File: src/rtl/ibs_pkg.sv
`timescale 1ns/1ps
package ibs_pkg;

  typedef enum logic [1:0] {
    MODE_SLV = 2'b00,
    MODE_MTX = 2'b01,
    MODE_MRX = 2'b10
  } bus_mode_e;

  function automatic bus_mode_e norm_mode(input logic [1:0] raw);
    case (raw)
      2'b01:   return MODE_MTX;
      2'b10:   return MODE_MRX;
      default: return MODE_SLV;
    endcase
  endfunction

  function automatic logic is_master(input bus_mode_e m);
    return (m == MODE_MTX) || (m == MODE_MRX);
  endfunction

endpackage

File: src/rtl/ibs_bit_counter.sv
`timescale 1ns/1ps
module ibs_bit_counter #(
  parameter int DATA_W = 8,
  parameter int CNT_W  = $clog2(DATA_W + 1)
) (
  input  logic             clk,
  input  logic             rst,
  input  logic             load,
  input  logic             scl_fall,
  output logic [CNT_W-1:0] cnt,
  output logic             in_data,
  output logic             in_ack,
  output logic             last_data
);

  localparam logic [CNT_W-1:0] ACK_IDX  = CNT_W'(DATA_W);
  localparam logic [CNT_W-1:0] LAST_IDX = CNT_W'(DATA_W - 1);

  always_ff @(posedge clk) begin
    if (rst) begin
      cnt <= '0;
    end else if (load) begin
      cnt <= '0;
    end else if (scl_fall) begin
      if (cnt == ACK_IDX) cnt <= '0;
      else                cnt <= cnt + 1'b1;
    end
  end

  assign in_ack    = (cnt == ACK_IDX);
  assign in_data   = (cnt < ACK_IDX);
  assign last_data = (cnt == LAST_IDX);

  AST_CNT_IN_RANGE: assert property (@(posedge clk) disable iff (rst)
    cnt <= ACK_IDX);

  AST_CNT_WRAP: assert property (@(posedge clk) disable iff (rst)
    (in_ack && scl_fall && !load) |=> (cnt == '0));

endmodule

File: src/rtl/ibs_shift_reg.sv
`timescale 1ns/1ps
module ibs_shift_reg #(
  parameter int DATA_W = 8
) (
  input  logic              clk,
  input  logic              rst,
  input  logic              load,
  input  logic [DATA_W-1:0] load_data,
  input  logic              scl_rise,
  input  logic              sda_in,
  input  logic              in_data,
  input  logic              in_ack,
  input  logic              last_data,
  output logic [DATA_W-1:0] shreg,
  output logic [DATA_W-1:0] rx_byte,
  output logic              rx_valid,
  output logic              ack_rx
);

  logic [DATA_W-1:0] shifted;
  assign shifted = {shreg[DATA_W-2:0], sda_in};

  always_ff @(posedge clk) begin
    if (rst) begin
      shreg    <= '0;
      rx_byte  <= '0;
      rx_valid <= 1'b0;
      ack_rx   <= 1'b1;
    end else begin
      rx_valid <= 1'b0;
      if (load) begin
        shreg <= load_data;
      end else if (scl_rise && in_data) begin
        shreg <= shifted;
        if (last_data) begin
          rx_byte  <= shifted;
          rx_valid <= 1'b1;
        end
      end else if (scl_rise && in_ack) begin
        ack_rx <= sda_in;
      end
    end
  end

  AST_RX_PULSE_ONE: assert property (@(posedge clk) disable iff (rst)
    rx_valid |=> !rx_valid);

  AST_RX_LSB_IS_BUS: assert property (@(posedge clk) disable iff (rst)
    rx_valid |-> (rx_byte[0] == $past(sda_in)));

endmodule

File: src/rtl/ibs_arbiter.sv
`timescale 1ns/1ps
module ibs_arbiter
  import ibs_pkg::*;
(
  input  logic      clk,
  input  logic      rst,
  input  logic      load,
  input  logic [1:0] mode_in,
  input  logic      scl_rise,
  input  logic      scl_fall,
  input  logic      sda_in,
  input  logic      tx_bit,
  input  logic      in_data,
  input  logic      in_ack,
  input  logic      last_data,
  input  logic      arb_clr,
  output bus_mode_e mode_q,
  output logic      arb_lost,
  output logic      lose_now,
  output logic      to_slave,
  output logic      scl_run
);

  logic lose_mtx, lose_mrx, drain;

  assign lose_mtx = scl_rise && (mode_q == MODE_MTX) && in_data && tx_bit && !sda_in;
  assign lose_mrx = scl_rise && (mode_q == MODE_MRX) && in_ack  && tx_bit && !sda_in;
  assign lose_now = lose_mtx || lose_mrx;

  always_ff @(posedge clk) begin
    if (rst) begin
      mode_q  <= MODE_SLV;
      drain   <= 1'b0;
      scl_run <= 1'b0;
    end else if (load) begin
      mode_q  <= norm_mode(mode_in);
      drain   <= 1'b0;
      scl_run <= is_master(norm_mode(mode_in));
    end else if (lose_mtx) begin
      mode_q  <= MODE_SLV;
      drain   <= 1'b1;
      scl_run <= 1'b1;
    end else if (lose_mrx) begin
      mode_q  <= MODE_SLV;
      drain   <= 1'b0;
      scl_run <= 1'b0;
    end else if (scl_fall && last_data && drain) begin
      drain   <= 1'b0;
      scl_run <= is_master(mode_q);
    end
  end

  always_ff @(posedge clk) begin
    if (rst) begin
      arb_lost <= 1'b0;
      to_slave <= 1'b0;
    end else begin
      to_slave <= lose_now;
      if (lose_now)     arb_lost <= 1'b1;
      else if (arb_clr) arb_lost <= 1'b0;
    end
  end

  AST_LOSS_TO_SLAVE: assert property (@(posedge clk) disable iff (rst)
    (lose_now && !load) |=> (mode_q == MODE_SLV && arb_lost && to_slave));

  AST_MRX_LOSS_HALTS: assert property (@(posedge clk) disable iff (rst)
    (lose_mrx && !load) |=> !scl_run);

  AST_DRAIN_KEEPS_CLOCK: assert property (@(posedge clk) disable iff (rst)
    drain |-> scl_run);

  AST_FLAG_STICKY: assert property (@(posedge clk) disable iff (rst)
    (arb_lost && !arb_clr) |=> arb_lost);

  AST_SLAVE_NEVER_LOSES: assert property (@(posedge clk) disable iff (rst)
    (mode_q == MODE_SLV && !arb_lost && !lose_now && !arb_clr) |=> !arb_lost);

endmodule

File: src/rtl/ibs_drive.sv
`timescale 1ns/1ps
module ibs_drive
  import ibs_pkg::*;
(
  input  logic      clk,
  input  logic      rst,
  input  logic      load,
  input  logic [1:0] mode_in,
  input  logic      load_msb,
  input  logic      scl_fall,
  input  bus_mode_e mode_q,
  input  logic      lose_now,
  input  logic      last_data,
  input  logic      shreg_msb,
  input  logic      ack_drive,
  output logic      tx_bit,
  output logic      sda_oe
);

  logic tx_next;

  always_comb begin
    tx_next = tx_bit;
    if (load) begin
      tx_next = (norm_mode(mode_in) == MODE_MTX) ? load_msb : 1'b1;
    end else if (lose_now) begin
      tx_next = 1'b1;
    end else if (scl_fall) begin
      if (last_data) tx_next = (mode_q == MODE_MTX) ? 1'b1 : ack_drive;
      else           tx_next = (mode_q == MODE_MTX) ? shreg_msb : 1'b1;
    end
  end

  always_ff @(posedge clk) begin
    if (rst) begin
      tx_bit <= 1'b1;
      sda_oe <= 1'b0;
    end else begin
      tx_bit <= tx_next;
      sda_oe <= !tx_next;
    end
  end

  AST_RELEASE_ON_LOSS: assert property (@(posedge clk) disable iff (rst)
    (lose_now && !load) |=> !sda_oe);

  AST_OE_HOLDS: assert property (@(posedge clk) disable iff (rst)
    (!load && !lose_now && !scl_fall) |=> $stable(sda_oe));

endmodule

File: src/rtl/i2c_byte_shifter.sv
`timescale 1ns/1ps
module i2c_byte_shifter
  import ibs_pkg::*;
#(
  parameter int DATA_W = 8
) (
  input  logic              clk,
  input  logic              rst,
  input  logic              scl_rise,
  input  logic              scl_fall,
  input  logic              sda_in,
  input  logic [1:0]        mode_in,
  input  logic              load_en,
  input  logic [DATA_W-1:0] load_data,
  input  logic              ack_drive,
  input  logic              arb_clr,
  output logic              sda_oe,
  output logic [DATA_W-1:0] rx_byte,
  output logic              rx_valid,
  output logic              ack_rx,
  output logic              arb_lost,
  output logic              to_slave,
  output logic [1:0]        mode_out,
  output logic              scl_run
);

  localparam int CNT_W = $clog2(DATA_W + 1);

  logic [CNT_W-1:0]  cnt;
  logic              in_data, in_ack, last_data;
  logic [DATA_W-1:0] shreg;
  logic              tx_bit, lose_now;
  bus_mode_e         mode_q;

  ibs_bit_counter #(.DATA_W(DATA_W), .CNT_W(CNT_W)) u_cnt (
    .clk(clk), .rst(rst), .load(load_en), .scl_fall(scl_fall),
    .cnt(cnt), .in_data(in_data), .in_ack(in_ack), .last_data(last_data)
  );

  ibs_shift_reg #(.DATA_W(DATA_W)) u_shift (
    .clk(clk), .rst(rst), .load(load_en), .load_data(load_data),
    .scl_rise(scl_rise), .sda_in(sda_in), .in_data(in_data),
    .in_ack(in_ack), .last_data(last_data), .shreg(shreg),
    .rx_byte(rx_byte), .rx_valid(rx_valid), .ack_rx(ack_rx)
  );

  ibs_arbiter u_arb (
    .clk(clk), .rst(rst), .load(load_en), .mode_in(mode_in),
    .scl_rise(scl_rise), .scl_fall(scl_fall), .sda_in(sda_in),
    .tx_bit(tx_bit), .in_data(in_data), .in_ack(in_ack),
    .last_data(last_data), .arb_clr(arb_clr), .mode_q(mode_q),
    .arb_lost(arb_lost), .lose_now(lose_now), .to_slave(to_slave),
    .scl_run(scl_run)
  );

  ibs_drive u_drv (
    .clk(clk), .rst(rst), .load(load_en), .mode_in(mode_in),
    .load_msb(load_data[DATA_W-1]), .scl_fall(scl_fall), .mode_q(mode_q),
    .lose_now(lose_now), .last_data(last_data), .shreg_msb(shreg[DATA_W-1]),
    .ack_drive(ack_drive), .tx_bit(tx_bit), .sda_oe(sda_oe)
  );

  assign mode_out = mode_q;

  AST_SLAVE_DATA_RELEASED: assert property (@(posedge clk) disable iff (rst)
    (mode_q != MODE_MTX && in_data && !$past(load_en)) |-> !sda_oe);

endmodule

File: config.mk
export PLATFORM = sky130hd
export DESIGN_NAME = i2c_byte_shifter
export DESIGN_NICKNAME = d
export VERILOG_FILES = /design/src/rtl/ibs_pkg.sv /design/src/rtl/ibs_bit_counter.sv /design/src/rtl/ibs_shift_reg.sv /design/src/rtl/ibs_arbiter.sv /design/src/rtl/ibs_drive.sv /design/src/rtl/i2c_byte_shifter.sv
export SDC_FILE = /design/constraint.sdc
export NUM_CORES = 1
export LEC_CHECK = 0
export BUFFER_PORTS_ARGS = -buffer_cell sky130_fd_sc_hd__buf_2
export CAP_MARGIN = 20
export CORE_AREA = 2 2 50 70
export DETAILED_ROUTE_END_ITERATION = 7
export DIE_AREA = 0 0 52 72
export PLACE_DENSITY = 0.85
export RECOVER_POWER = 50
export SYNTH_ARGS = -nofsm -noshare
export SYNTH_HDL_FRONTEND = slang
export SYNTH_HIERARCHICAL = 1
export SYNTH_SLANG_ARGS = --single-unit
File: constraint.sdc
create_clock -name clk -period 1.8 [get_ports clk]
set_input_delay 0 -clock clk [delete_from_list [all_inputs] [get_ports clk]]
set_output_delay 0 -clock clk [all_outputs]
set_load 0.02 [all_outputs]
# --- Word level (Yosys, flattened, before mapping) ---
# Index checks and enable logic that the tools add are counted.
classes:
  n_addsub: 1
  order_cmp: 1
  eq_ne: 9
  n_mux: 26
  bitwise: 2
  n_reduce_logical: 26
ops:
  columns: ["operator", "n"]
  rows:
  - ["1-bit 2-to-1 mux", 17]
  - ["8-bit 2-to-1 mux", 2]
  - ["1-bit logical AND", 12]
  - ["2-bit 2-to-1 mux", 5]
  - ["2-bit by 1-bit equality test with 1-bit output (second input constant)", 4]
  - ["2-bit equality test (second input constant)", 3]
  - ["3-bit AND reduction", 2]
  - ["3-bit nonzero test", 2]
  - ["4-bit by 1-bit adder with 4-bit output (second input constant)", 1]
  - ["4-bit by 3-bit equality test with 1-bit output (second input constant)", 1]
  - ["4-bit equality test (second input constant)", 1]
  - ["4-bit < comparator (second input constant)", 1]
  - ["4-bit 2-to-1 mux", 1]
  - ["2-bit case mux with 2 select lines", 1]
  - ["2-bit nonzero test", 2]
  - ["4-bit nonzero test", 1]
  - ["1-bit logical OR", 3]
  - ["3-bit OR reduction", 1]
  - ["1-bit zero test", 2]
  - ["1-bit NOT", 2]
  - ["2-bit OR reduction", 1]
word_totals:
  regBits: 30
  in_bits: 18
  out_inout_bits: 16
  elab_cells: 77

# --- Depth between registers and ports, before layout ---
# Gate-level depths: netlist of run 1.
logic_depth:
  ltp_word: 9
  ltp_mapped: 8
  ltp_nobuf: 8

# --- Hierarchy ---
# The synthesis of run 1 kept the hierarchy.
by_module_without_submodules:
  columns: ["mod", "instances", "cells_each", "area_per_inst_um2", "seq_area_each_um2"]
  rows:
  - ["ibs_shift_reg", 1, 85, 907.1, 360.3]
  - ["ibs_arbiter", 1, 36, 337.8, 120.1]
  - ["ibs_bit_counter", 1, 22, 203.9, 80.1]
  - ["ibs_drive", 1, 12, 123.9, 40.0]

# --- Worst setup path before layout of run 1 ---
# Ideal clock, no wire load.
synth_path:
  path_kind: "register to register"
  start: "register u_cnt.cnt[0]"
  end: "register u_drv.sda_oe"
  arrival_ps: 1518
  setup_slack_ps: 222
  path_stages_with_launch: 6
  path_buffers: 0
  synth_period_minus_slack_ps: 1578
  path_cell_list: "dfxtp_1 ha_1 and3_2 or4b_4 o2111ai_2 and3_1"
synth_via:
  word_cells_on_any_way: 15
synth_lines:
  columns: ["item", "line_no", "text"]
  rows:
  - ["start, declared", "ibs_bit_counter.sv:10", "output logic [CNT_W-1:0] cnt,"]
  - ["start signal, assigned", "ibs_bit_counter.sv:26", "else cnt <= cnt + 1'b1;"]
  - ["4-bit by 3-bit equality test with 1-bit output", "ibs_bit_counter.sv:32", "assign last_data = (cnt == LAST_IDX);"]
  - ["via last_data", "i2c_byte_shifter.sv:30", "logic in_data, in_ack, last_data;"]
  - ["1-bit 2-to-1 mux", "ibs_drive.sv:29", "if (last_data) tx_next = (mode_q == MODE_MTX) ? 1'b1 : ack_drive;"]
  - ["1-bit 2-to-1 mux", "ibs_drive.sv:28", "end else if (scl_fall) begin"]
  - ["1-bit 2-to-1 mux", "ibs_drive.sv:26", "end else if (lose_now) begin"]
  - ["1-bit 2-to-1 mux", "ibs_drive.sv:24", "if (load) begin"]
  - ["1-bit zero test", "ibs_drive.sv:40", "sda_oe <= !tx_next;"]
  - ["end signal, assigned", "ibs_drive.sv:40", null]
  - ["end, declared", "ibs_drive.sv:17", "output logic sda_oe"]
# The timed path passes the listed nets, and every way through them passes these cells.
# A chain may end at the register's enable or synchronous reset.

# --- Worst setup path in the final report of run 1 ---
layout_path:
  start: "register u_cnt.cnt[0]"
  end: "register u_drv.tx_bit"
layout_via:
  elab_chain_cells: 7
  word_cells_on_any_way: 14
layout_rtl:
  columns: ["item", "line_no", "text"]
  rows:
  - ["4-bit equality test", "ibs_bit_counter.sv:30", "assign in_ack = (cnt == ACK_IDX);"]
  - ["via in_ack", "i2c_byte_shifter.sv:30", null]
  - ["1-bit logical AND (3 in a row)", "ibs_arbiter.sv:27", "assign lose_mrx = scl_rise && (mode_q == MODE_MRX) && in_ack && tx_bit && !sda_in;"]
  - ["1-bit logical OR", "ibs_arbiter.sv:28", "assign lose_now = lose_mtx || lose_mrx;"]
  - ["via lose_now", "i2c_byte_shifter.sv:32", "logic tx_bit, lose_now;"]
  - ["1-bit 2-to-1 mux", "ibs_drive.sv:26", null]
  - ["1-bit 2-to-1 mux", "ibs_drive.sv:24", null]
  - ["end signal, assigned", "ibs_drive.sv:39", "tx_bit <= tx_next;"]
  - ["end, declared", "ibs_drive.sv:16", "output logic tx_bit,"]
# The timed path passes the listed nets, and every way through them passes these cells.

==> results.py, run 1 <==
metrics = {
    "clock_network": {
        "cts_resized": 0,
        "hold_buffers": 1,
        "cts_setup_buffers": 0,
        "clk_path_buf_depth": 2,
        "cts_buffers": 5,
        "clk_latency_ns": 0.28,
        "cts_max_level": 2,
        "cts_tree": "yes",
        "cts.sinks": 30,
        "cts-root-buf": "clkbuf_8",
        "path_clk_slew_ns": 0.06,
    },
    "power": {
        "leakage_uw": 0.000688,
        "pwr_density_cell_nw_per_um2": 774,
        "p_int_uw": 1070,
        "switching_share_pct": 24.3,
        "power_switching_uw": 342,
        "ir_worst_vdd_mv": 0.609,
        "comb_power_share_pct": 11.1,
        "clkPwrFrac_pct": 39.0,
        "seqPwrFrac_pct": 49.9,
    },
    "die": {
        "core.rowCount": 24,
        "initial_utilization_pct": 50.8,
        "dieArea_um2": 3740,
        "die_w_um": 52,
        "core-area_um2": 3090,
        "io_pins": 34,
        "die_h_um": 72,
    },
    "logic_synthesis": {
        "synth_seq_area_share_pct": 38.2,
        "syn_area_um2": 1570,
        "synthCells": 155,
        "synth_edf_count": 0,
        "syn-num-nets": 179,
        "yosysTopAreaCell": "dfxtp_1",
        "yosysWarningCount": 6,
        "ys.flop_type": "dfxtp_1",
        "avgSynthCellArea_um2": 10.1,
        "synth-seq-cells": 30,
        "yosys.area.top_type_share_pct": 38.2,
        "ys_types": 47,
        "synthTopCellsByArea": "dfxtp_1 38%, nand2b_1 6.8%, a2111oi_2 6.7%, mux2i_1 6.4%, ha_1 4.8%",
        "async_flop_share_pct": 0,
    },
    "setup_path": {
        "path_class": "reg2reg",
        "critPathMaxFanout": 4,
        "cp.arrival_ns": 1.89,
        "cp-end-kind": "flip-flop",
        "worstSetupStartpointType": "flip-flop",
        "timing.rr.end": "u_drv/tx_bit",
        "r2r_start": "u_cnt/cnt[0]",
        "r2r_slack_ns": 0.06,
        "r2r_cells": 8,
        "critPathRequiredTime_ns": 1.95,
    },
    "detailed_routing": {
        "antenna_left": 0,
        "routedWlPerCell_um": 13.4,
        "wl_um": 3090,
        "viasPerCell": 5.43,
        "first_pass_iters": 4,
        "drc": 0,
        "first_iter_violations": 29,
        "via_count": 1255,
    },
    "worst_hold_path": {
        "worstHoldStart": "load_data[3]",
        "holdPathStages": 3,
        "worstHoldEndpoint": "u_shift/shreg[3]",
        "hold_path_class": "in2reg",
    },
    "layout": {
        "final_nets": 215,
        "antenna_cells": 0,
        "final_core_util_pct": 58.9,
        "drive_gt1_share_pct": 22.4,
        "area_delta_synth_final_pct": 15.8,
    },
    "timing": {
        "setup_viol": 0,
        "rsz0062_at_grt": "false",
        "period_share_pct": 96.8,
        "tightest_slew_ns": 0.619,
        "skew_ns": 0.00270,
        "clock.fmax_mhz": 574,
        "setup_tns_ns": 0,
        "hold_viol": 0,
        "relSlewSlack_pct": 58.8,
        "min_period_ns": 1.74,
        "slew_violations": 0,
    },
    "global_route": {
        "grt-ovfl-total": 0,
        "antenna_found_initial": 0,
        "grtUsageTotal_pct": 18.3,
        "grt_pass1_wl_um": 5130,
        "grt_max_degree": 39,
        "grt_pass1_vias": 1183,
    },
    "flow_run": {
        "drv_cap": 0,
    },
    "placement": {
        "dpl.hpwl_um": 2090,
        "port_buffers": 33,
        "place_congestion": 0.875,
    },
    "status": {
        "status": "finished clean",
    },
}
-- kinds of logic after synthesis --
kind of cell	after synthesis	synth area share, %
and+or+nand+nor	65	27.1
DFF	30	38.2
AOI/OAI and AO/OA	25	16.5
buffers and inverters	16	5.33
muxes	10	6.36
adders and majority gates	6	4.77
xor gates and xnor gates	3	1.67
-- Yosys cell counts, types with 2 or more instances --
library cell / n
nand3_1: 2
mux2i_1: 10
o41ai_1: 2
nand2b_1: 17
o211ai_1: 2
nand3b_1: 3
xnor2_1: 2
nand4_1: 2
nor4bb_1: 3
a2111oi_2: 7
nand2_1: 4
buf_4: 3
ha_1: 6
nor2_1: 9
dfxtp_1: 30
inv_1: 8
nor2b_1: 10
and4bb_2: 2
a211oi_1: 5
-- power groups by stage --
stage          registers, uW  logic (uW)  clock network [uW]
4_1_cts                  702         163                 570
2_1_floorplan            720         105                   0
6_report                 702         157                 549
5_1_grt                  704         172                 590
3_5_place_dp             717         160                   0
3_3_place_gp             716         157                   0
-- final cells by class --
type,count,area [um2]
tap,39,48.8
inverter,9,33.8
multi-input combinational,109,876
sequential,30,601
clock buffer,7,86.3
timing repair buffer,36,170
clock inverter,1,5.00
fill,279,1270
-- per-layer routing --
metal  global-route usage [%]  routed length (um)
met5                        0                   0
met4                     9.94                  61
met3                     4.32                 147
met2                     30.1                1490
met1                     21.5                1390
-- worst max path at each step --
stage | start | cells after the start | slack (ns) | end
floorplan | u_cnt/cnt[0] | 5 | 0.22 | u_drv/sda_oe
global placement | u_cnt/cnt[0] | 5 | 0.19 | u_drv/sda_oe
detailed placement | u_cnt/cnt[0] | 5 | 0.16 | u_drv/sda_oe
CTS | u_cnt/cnt[0] | 8 | 0.11 | u_drv/tx_bit
global route | u_cnt/cnt[0] | 8 | 0.006 | u_drv/tx_bit
finish | u_cnt/cnt[0] | 8 | 0.06 | u_drv/tx_bit
-- worst max-delay path: stages (launching register included) --
cell and delay [ns]:
dfxtp_1 0.39, inv_1 0.06, ha_1 0.20, and3b_1 0.20
nand2_1 0.15, a21o_4 0.15, inv_2 0.04, o31ai_1 0.31
nand3_1 0.12
-- registers in the layout, summed over array words and instances, names as in the netlist, 2 cells and up --
name,cells
u_cnt/cnt,4
u_arb/mode_q,2
u_shift/shreg,8
u_shift/rx_byte,8
-- per-stage QoR --
| step | power, uW | hold WS, ns | setup slack (ns) | area (um2) | instances |
|---|---|---|---|---|---|
| finish | 1410 | 0.0232 | 0.0577 | 1820 | 231 |
| global route | 1470 | 0.0327 | 0.00559 | 1820 | 231 |
| CTS | 1440 | 0.0188 | 0.109 | 1850 | 231 |
| detailed placement | 877 | 0.285 | 0.159 | 1750 | 222 |
| global placement | 873 | 0.286 | 0.190 | 1750 | 222 |
| floorplan | 824 | 0.0691 | 0.222 | 1570 | 155 |
-- cells in the final DEF, fill, tap and decap left out, types with 3 or more instances in the layout --
cell / instances
dfxtp_1: 30
buf_2: 17
a211oi_1: 5
inv_1: 8
nand2b_1: 17
nor2_1: 9
ha_1: 6
nor4bb_1: 3
clkbuf_1: 17
nand3b_1: 3
nand2_1: 4
a2111oi_2: 5
clkbuf_8: 6
mux2i_1: 10
nor2b_1: 10
No activity file was read; power rests on OpenSTA's default activity.
==> run 2: changes to the inputs <==
--- a/config.mk
+++ b/config.mk
@@ -10,7 +10,7 @@
 export CORE_AREA = 2 2 50 70
 export DETAILED_ROUTE_END_ITERATION = 7
 export DIE_AREA = 0 0 52 72
-export PLACE_DENSITY = 0.85
+export PLACE_DENSITY = 0.76
 export RECOVER_POWER = 50
 export SYNTH_ARGS = -nofsm -noshare
 export SYNTH_HDL_FRONTEND = slang
==> run 2 against run 1 <==
Fmax increased by 3.5%; design area grew 2.5%; via count decreased by 1.3%; setup slack gained 0.060 ns; sequential power about the same; clock power increased by 54%; final cell count stayed put; total power grew 21%.
==> results.py, run 2 (synthesis gave the netlist of run 1 again) <==
metrics = {
    "layout": {
        "final_nets": 215,
        "final_cell_mix": "30 x dfxtp_1, 17 x buf_2, 17 x nand2b_1, 16 x clkbuf_1",
        "multi_input_area_um2": 870,
        "stdcell_area_um2": 1870,
        "antenna_cells": 0,
        "layout.cells.most_common": "dfxtp_1",
        "drive_gt1_share_pct": 22.4,
        "fin_cells": 231,
        "reg_top3": "u_shift/rx_byte x8, u_shift/shreg x8, u_cnt/cnt x4",
        "area_delta_synth_final_pct": 18.6,
        "fillers": 290,
        "seq_area_um2": 601,
    },
    "placement": {
        "place_area_um2": 1750,
        "place_congestion": 0.838,
        "place_inst": 222,
        "port_buffers": 33,
        "dpl.hpwl_um": 2190,
    },
    "clock_network": {
        "cts_resized": 0,
        "cts-root-buf": "clkbuf_8",
        "clk_latency_ns": 0.29,
        "cts_buffers": 5,
        "cts.sinks": 30,
        "path_clk_slew_ns": 0.07,
        "cts_max_level": 2,
        "clk_path_buf_depth": 2,
        "cts_tree": "yes",
    },
    "timing": {
        "tightest_slew_ns": 0.601,
        "slew_violations": 0,
        "rsz0062_at_grt": "false",
        "clock.fmax_mhz": 594,
        "setup_tns_ns": 0,
        "period_share_pct": 93.5,
        "skew_ns": 0.00791,
        "hold_viol": 0,
        "relSlewSlack_pct": 59.9,
        "min_period_ns": 1.68,
        "setup_viol": 0,
    },
    "die": {
        "die_w_um": 52,
        "io_pins": 34,
        "initial_utilization_pct": 50.8,
        "core.rowCount": 24,
        "dieArea_um2": 3740,
        "core-area_um2": 3090,
        "die_h_um": 72,
    },
    "global_route": {
        "use_met3_pct": 6.38,
        "grt_pass1_wl_um": 5160,
        "grt-ovfl-total": 0,
        "grt_util_met1_pct": 20.9,
        "met2_usage_pct": 30.8,
        "busiest_layer": "met2",
        "antenna_found_initial": 0,
        "grt_pass1_vias": 1207,
        "grtUsageTotal_pct": 18.7,
        "grt_max_degree": 39,
    },
    "detailed_routing": {
        "routedWlPerCell_um": 13.4,
        "drc": 0,
        "viasPerCell": 5.36,
        "antenna_left": 0,
        "via_count": 1239,
        "first_iter_violations": 34,
        "wl_um": 3090,
        "first_pass_iters": 4,
    },
    "setup_path": {
        "critPathMaxFanout": 6,
        "slowest_stage": "or4b_4",
        "path_class": "reg2reg",
        "critPathBufInv": 0,
        "critPathTopFamily": "simple AND/OR/NAND/NOR gates",
        "critPathRequiredTime_ns": 2.03,
        "worst_path_largest_cell_delay_ns": 0.53,
        "cp.arrival_ns": 1.92,
        "r2r_cells": 5,
        "cp-end-kind": "flip-flop",
        "worstPathCellList": "ha_1 > and3_2 > or4b_4 > o2111ai_2 > and3_1",
        "cp.depth": 5,
        "worstSetupStartpointType": "flip-flop",
    },
    "power": {
        "ir_worst_vdd_mv": 0.795,
        "leakage_uw": 0.000710,
        "pwr_density_cell_nw_per_um2": 912,
        "finalPower_uw": 1700,
    },
    "worst_hold_path": {
        "holdPathStages": 3,
        "hold_path_class": "in2reg",
    },
    "status": {
        "status": "finished clean",
    },
    "flow_run": {
        "drv_cap": 0,
    },
}
==> run 2: final timing paths <==
| kind | startpoint | end | slack [ns] |
|---|---|---|---|
| worst max-delay path | u_cnt/cnt[0] | u_drv/sda_oe | 0.12 |
| worst min register to register | u_shift/rx_byte[0] | u_shift/rx_byte[0] | 0.47 |
| worst max register to register | u_cnt/cnt[0] | u_drv/sda_oe | 0.12 |
| worst min-delay path | sda_in | u_shift/rx_byte[0] | 0.01 |
==> run 2: cell type report <==
cell class                 count  share of cell area (%)
multi-input combinational    109                    46.6
sequential                    30                    32.2
timing repair buffer          36                    9.12
clock buffer                   6                    4.43
clock inverter                 2                    3.22
tap                           39                    2.62
inverter                       9                    1.81
==> run 2: per-stage QoR <==
stage	setup slack, ns	hold WS [ns]	utilization (%)
after floorplan	0.222	0.0691	-
after global placement	0.190	0.272	56.6
after detailed placement	0.138	0.283	56.6
after CTS	0.130	0.00452	61.6
after global routing	0.0479	0.0287	60.3
final	0.117	0.00985	60.3
==> run 2: repair_timing <==
item,CTS,global route
hold endpoints to repair,1,0
hold buffers,1,0
setup buffers,0,0
==> run 2: metal layers <==
metal	part of all wire [%]	vias to the layer above	routed length, um
met2	50	31	1530
met4	1.8	0	57
met1	43	571	1330
li1	-	630	-
met5	0	-	0
met3	5.4	7	166
==> run 2: worst reg2reg max path: cells and delay by family, from the launching register on <==
family	cells	cell delay (ns)
simple gates	3	0.96
fa+ha+maj	1	0.23
flops	1	0.35
compound gates	1	0.11
==> run 2: power by group <==
group | internal (uW) | switching [uW]
combinational | 70.2 | 82.4
clock | 590 | 256
sequential | 687 | 16.3
==> run 3: changes to the inputs <==
--- a/config.mk
+++ b/config.mk
@@ -10,8 +10,8 @@
 export CORE_AREA = 2 2 50 70
 export DETAILED_ROUTE_END_ITERATION = 7
 export DIE_AREA = 0 0 52 72
-export PLACE_DENSITY = 0.76
-export RECOVER_POWER = 50
+export PLACE_DENSITY = 0.75
+export RECOVER_POWER = 100
 export SYNTH_ARGS = -nofsm -noshare
 export SYNTH_HDL_FRONTEND = slang
 export SYNTH_HIERARCHICAL = 1
==> run 3 against run 2 <==
Total power is 13% lower; critical endpoint unchanged; global-route usage is 0.19 points higher; largest cell class unchanged; sequential power about the same; critical path depth is the same; sequential share of layout area is 0.66 points higher; highest routed layer unchanged.
==> results.py, run 3 (synthesis gave the netlist of run 1 again) <==
metrics = {
    "status": {
        "status": "finished clean",
    },
    "setup_path": {
        "slowest_stage": "or4b_4",
        "cp-end-kind": "flip-flop",
        "worstPathCellList": "ha_1 > and3_1 > or4b_4 > o2111ai_2 > and3_1",
        "critPathTopFamily": "simple AND/OR/NAND/NOR gates",
        "cp.arrival_ns": 1.90,
        "worst_path_largest_cell_delay_ns": 0.53,
        "critPathBufInv": 0,
        "crit_path_frequent_cell": "and3_1",
        "critPathRequiredTime_ns": 2.02,
        "worstSetupStartpointType": "flip-flop",
        "critPathMaxFanout": 6,
        "path_class": "reg2reg",
    },
    "timing": {
        "slew_violations": 0,
        "skew_ns": 0.00372,
        "tightest_slew_ns": 0.583,
        "rsz0062_at_grt": "false",
        "hold_viol": 0,
        "clock.fmax_mhz": 597,
        "setup_tns_ns": 0,
        "min_period_ns": 1.68,
        "relSlewSlack_pct": 61.2,
        "setup_viol": 0,
        "period_share_pct": 93.1,
    },
    "detailed_routing": {
        "highest_layer": "met4",
        "viasPerCell": 5.47,
        "dr_wl_met3_um": 206,
        "wl_met2_um": 1620,
        "antenna_left": 0,
        "routedLengthMet1_um": 1280,
        "first_pass_iters": 4,
        "wl_um": 3160,
        "first_iter_violations": 35,
        "drc": 0,
        "via_count": 1263,
        "routedWlPerCell_um": 13.7,
    },
    "power": {
        "seqPwrFrac_pct": 47.3,
        "p_int_uw": 1140,
        "ir_worst_vdd_mv": 0.523,
        "comb_power_share_pct": 10.2,
        "leakage_uw": 0.000698,
        "switching_share_pct": 23.2,
        "pwr_density_cell_nw_per_um2": 813,
        "clkPwrFrac_pct": 42.5,
        "power_switching_uw": 344,
    },
    "layout": {
        "drive_gt1_share_pct": 21.9,
        "stdcell_area_um2": 1830,
        "antenna_cells": 0,
        "area_delta_synth_final_pct": 16.2,
        "layout.cells.most_common": "dfxtp_1",
        "final_nets": 215,
        "reg_top3": "u_shift/rx_byte x8, u_shift/shreg x8, u_cnt/cnt x4",
        "fillers": 282,
        "final_cell_mix": "30 x dfxtp_1, 17 x buf_2, 17 x nand2b_1, 16 x clkbuf_1",
    },
    "placement": {
        "dpl.hpwl_um": 2260,
        "port_buffers": 33,
        "place_area_um2": 1750,
        "place_congestion": 0.896,
    },
    "clock_network": {
        "cts_setup_buffers": 0,
        "cts.sinks": 30,
        "cts_tree": "yes",
        "cts-root-buf": "clkbuf_8",
        "clk_latency_ns": 0.28,
        "cts_buffers": 5,
        "path_clk_slew_ns": 0.06,
        "cts_max_level": 2,
        "clk_path_buf_depth": 2,
    },
    "die": {
        "core-area_um2": 3090,
        "io_pins": 34,
        "initial_utilization_pct": 50.8,
        "core.rowCount": 24,
        "dieArea_um2": 3740,
        "die_w_um": 52,
        "die_h_um": 72,
    },
    "global_route": {
        "grt-ovfl-total": 0,
        "antenna_found_initial": 0,
        "grt_pass1_vias": 1229,
        "grtUsageTotal_pct": 18.9,
        "grt_max_degree": 39,
        "grt_pass1_wl_um": 5290,
    },
    "flow_run": {
        "drv_cap": 0,
    },
    "worst_hold_path": {
        "hold_path_class": "in2reg",
    },
}
[run 3: cell count changes in the layout (fill, tap and decap cells not counted)]
| cell | change |
|---|---|
| a2111oi_0 | +1 |
| a2111oi_2 | -1 |
| and3_1 | +1 |
| and3_2 | -1 |
| buf_4 | -1 |
| bufinv_16 | -2 |
| clkbuf_2 | +1 |
| clkbuf_8 | +2 |
| o31ai_1 | -1 |
| o31ai_2 | +1 |
[run 3: stage by stage]
step | setup slack [ns] | utilization (%) | instances | hold WS, ns | power (uW)
floorplan | 0.222 | - | 155 | 0.0691 | 824
global placement | 0.193 | 56.6 | 222 | 0.274 | 871
detailed placement | 0.124 | 56.6 | 222 | 0.274 | 879
CTS | 0.109 | 60.5 | 231 | 0.00474 | 1520
global route | 0.0127 | 59.1 | 231 | 0.0157 | 1550
finish | 0.125 | 59.1 | 231 | 0.00923 | 1490
[run 3: power by group through the flow]
stage	registers [uW]	logic (uW)	clock network (uW)
4_1_cts	703	163	650
6_report	703	152	632
3_3_place_gp	716	155	0
5_1_grt	706	169	676
3_5_place_dp	717	161	0
2_1_floorplan	720	105	0
[run 3: path summary, 6_finish.rpt]
| check | from | to | slack (ns) | cells past startpoint |
|---|---|---|---|---|
| setup / recovery | u_cnt/cnt[0] | u_drv/sda_oe | 0.12 | 5 |
| hold reg to reg | u_arb/arb_lost | u_arb/arb_lost | 0.47 | 2 |
| setup reg to reg | u_cnt/cnt[0] | u_drv/sda_oe | 0.12 | 5 |
| hold / removal | sda_in | u_shift/rx_byte[0] | 0.009 | 3 |
[run 3: area by class of cell]
type / count / area, um2 / share of cell area (%)
Sequential cell: 30 / 601 / 32.9
Inverter: 9 / 33.8 / 1.85
Timing Repair Buffer: 36 / 168 / 9.17
Tap cell: 39 / 48.8 / 2.67
Clock buffer: 8 / 110 / 6.02
Multi-Input combinational cell: 109 / 867 / 47.4
[run 3: worst reg2reg max path, delay by kind of cell (launching register included)]
family                     cells  cell delay, ns
and+or+nand+nor                3            0.94
AOI/OAI and AO/OA              1            0.11
DFF                            1            0.34
adders and majority gates      1            0.22
[run 3: what timing repair did]
item | 4_1_cts | 5_1_grt
resized for setup | 0 | 1
hold buffers | 1 | 0
hold endpoints to repair | 1 | 0
setup endpoints to repair | 0 | 2
[run 3: per-layer routing]
metal / vias to the layer above / GRT usage [%]
met5: - / 0
li1: 627 / -
met2: 47 / 33.5
met1: 581 / 20.6
met4: 0 / 7.02
met3: 8 / 5.97
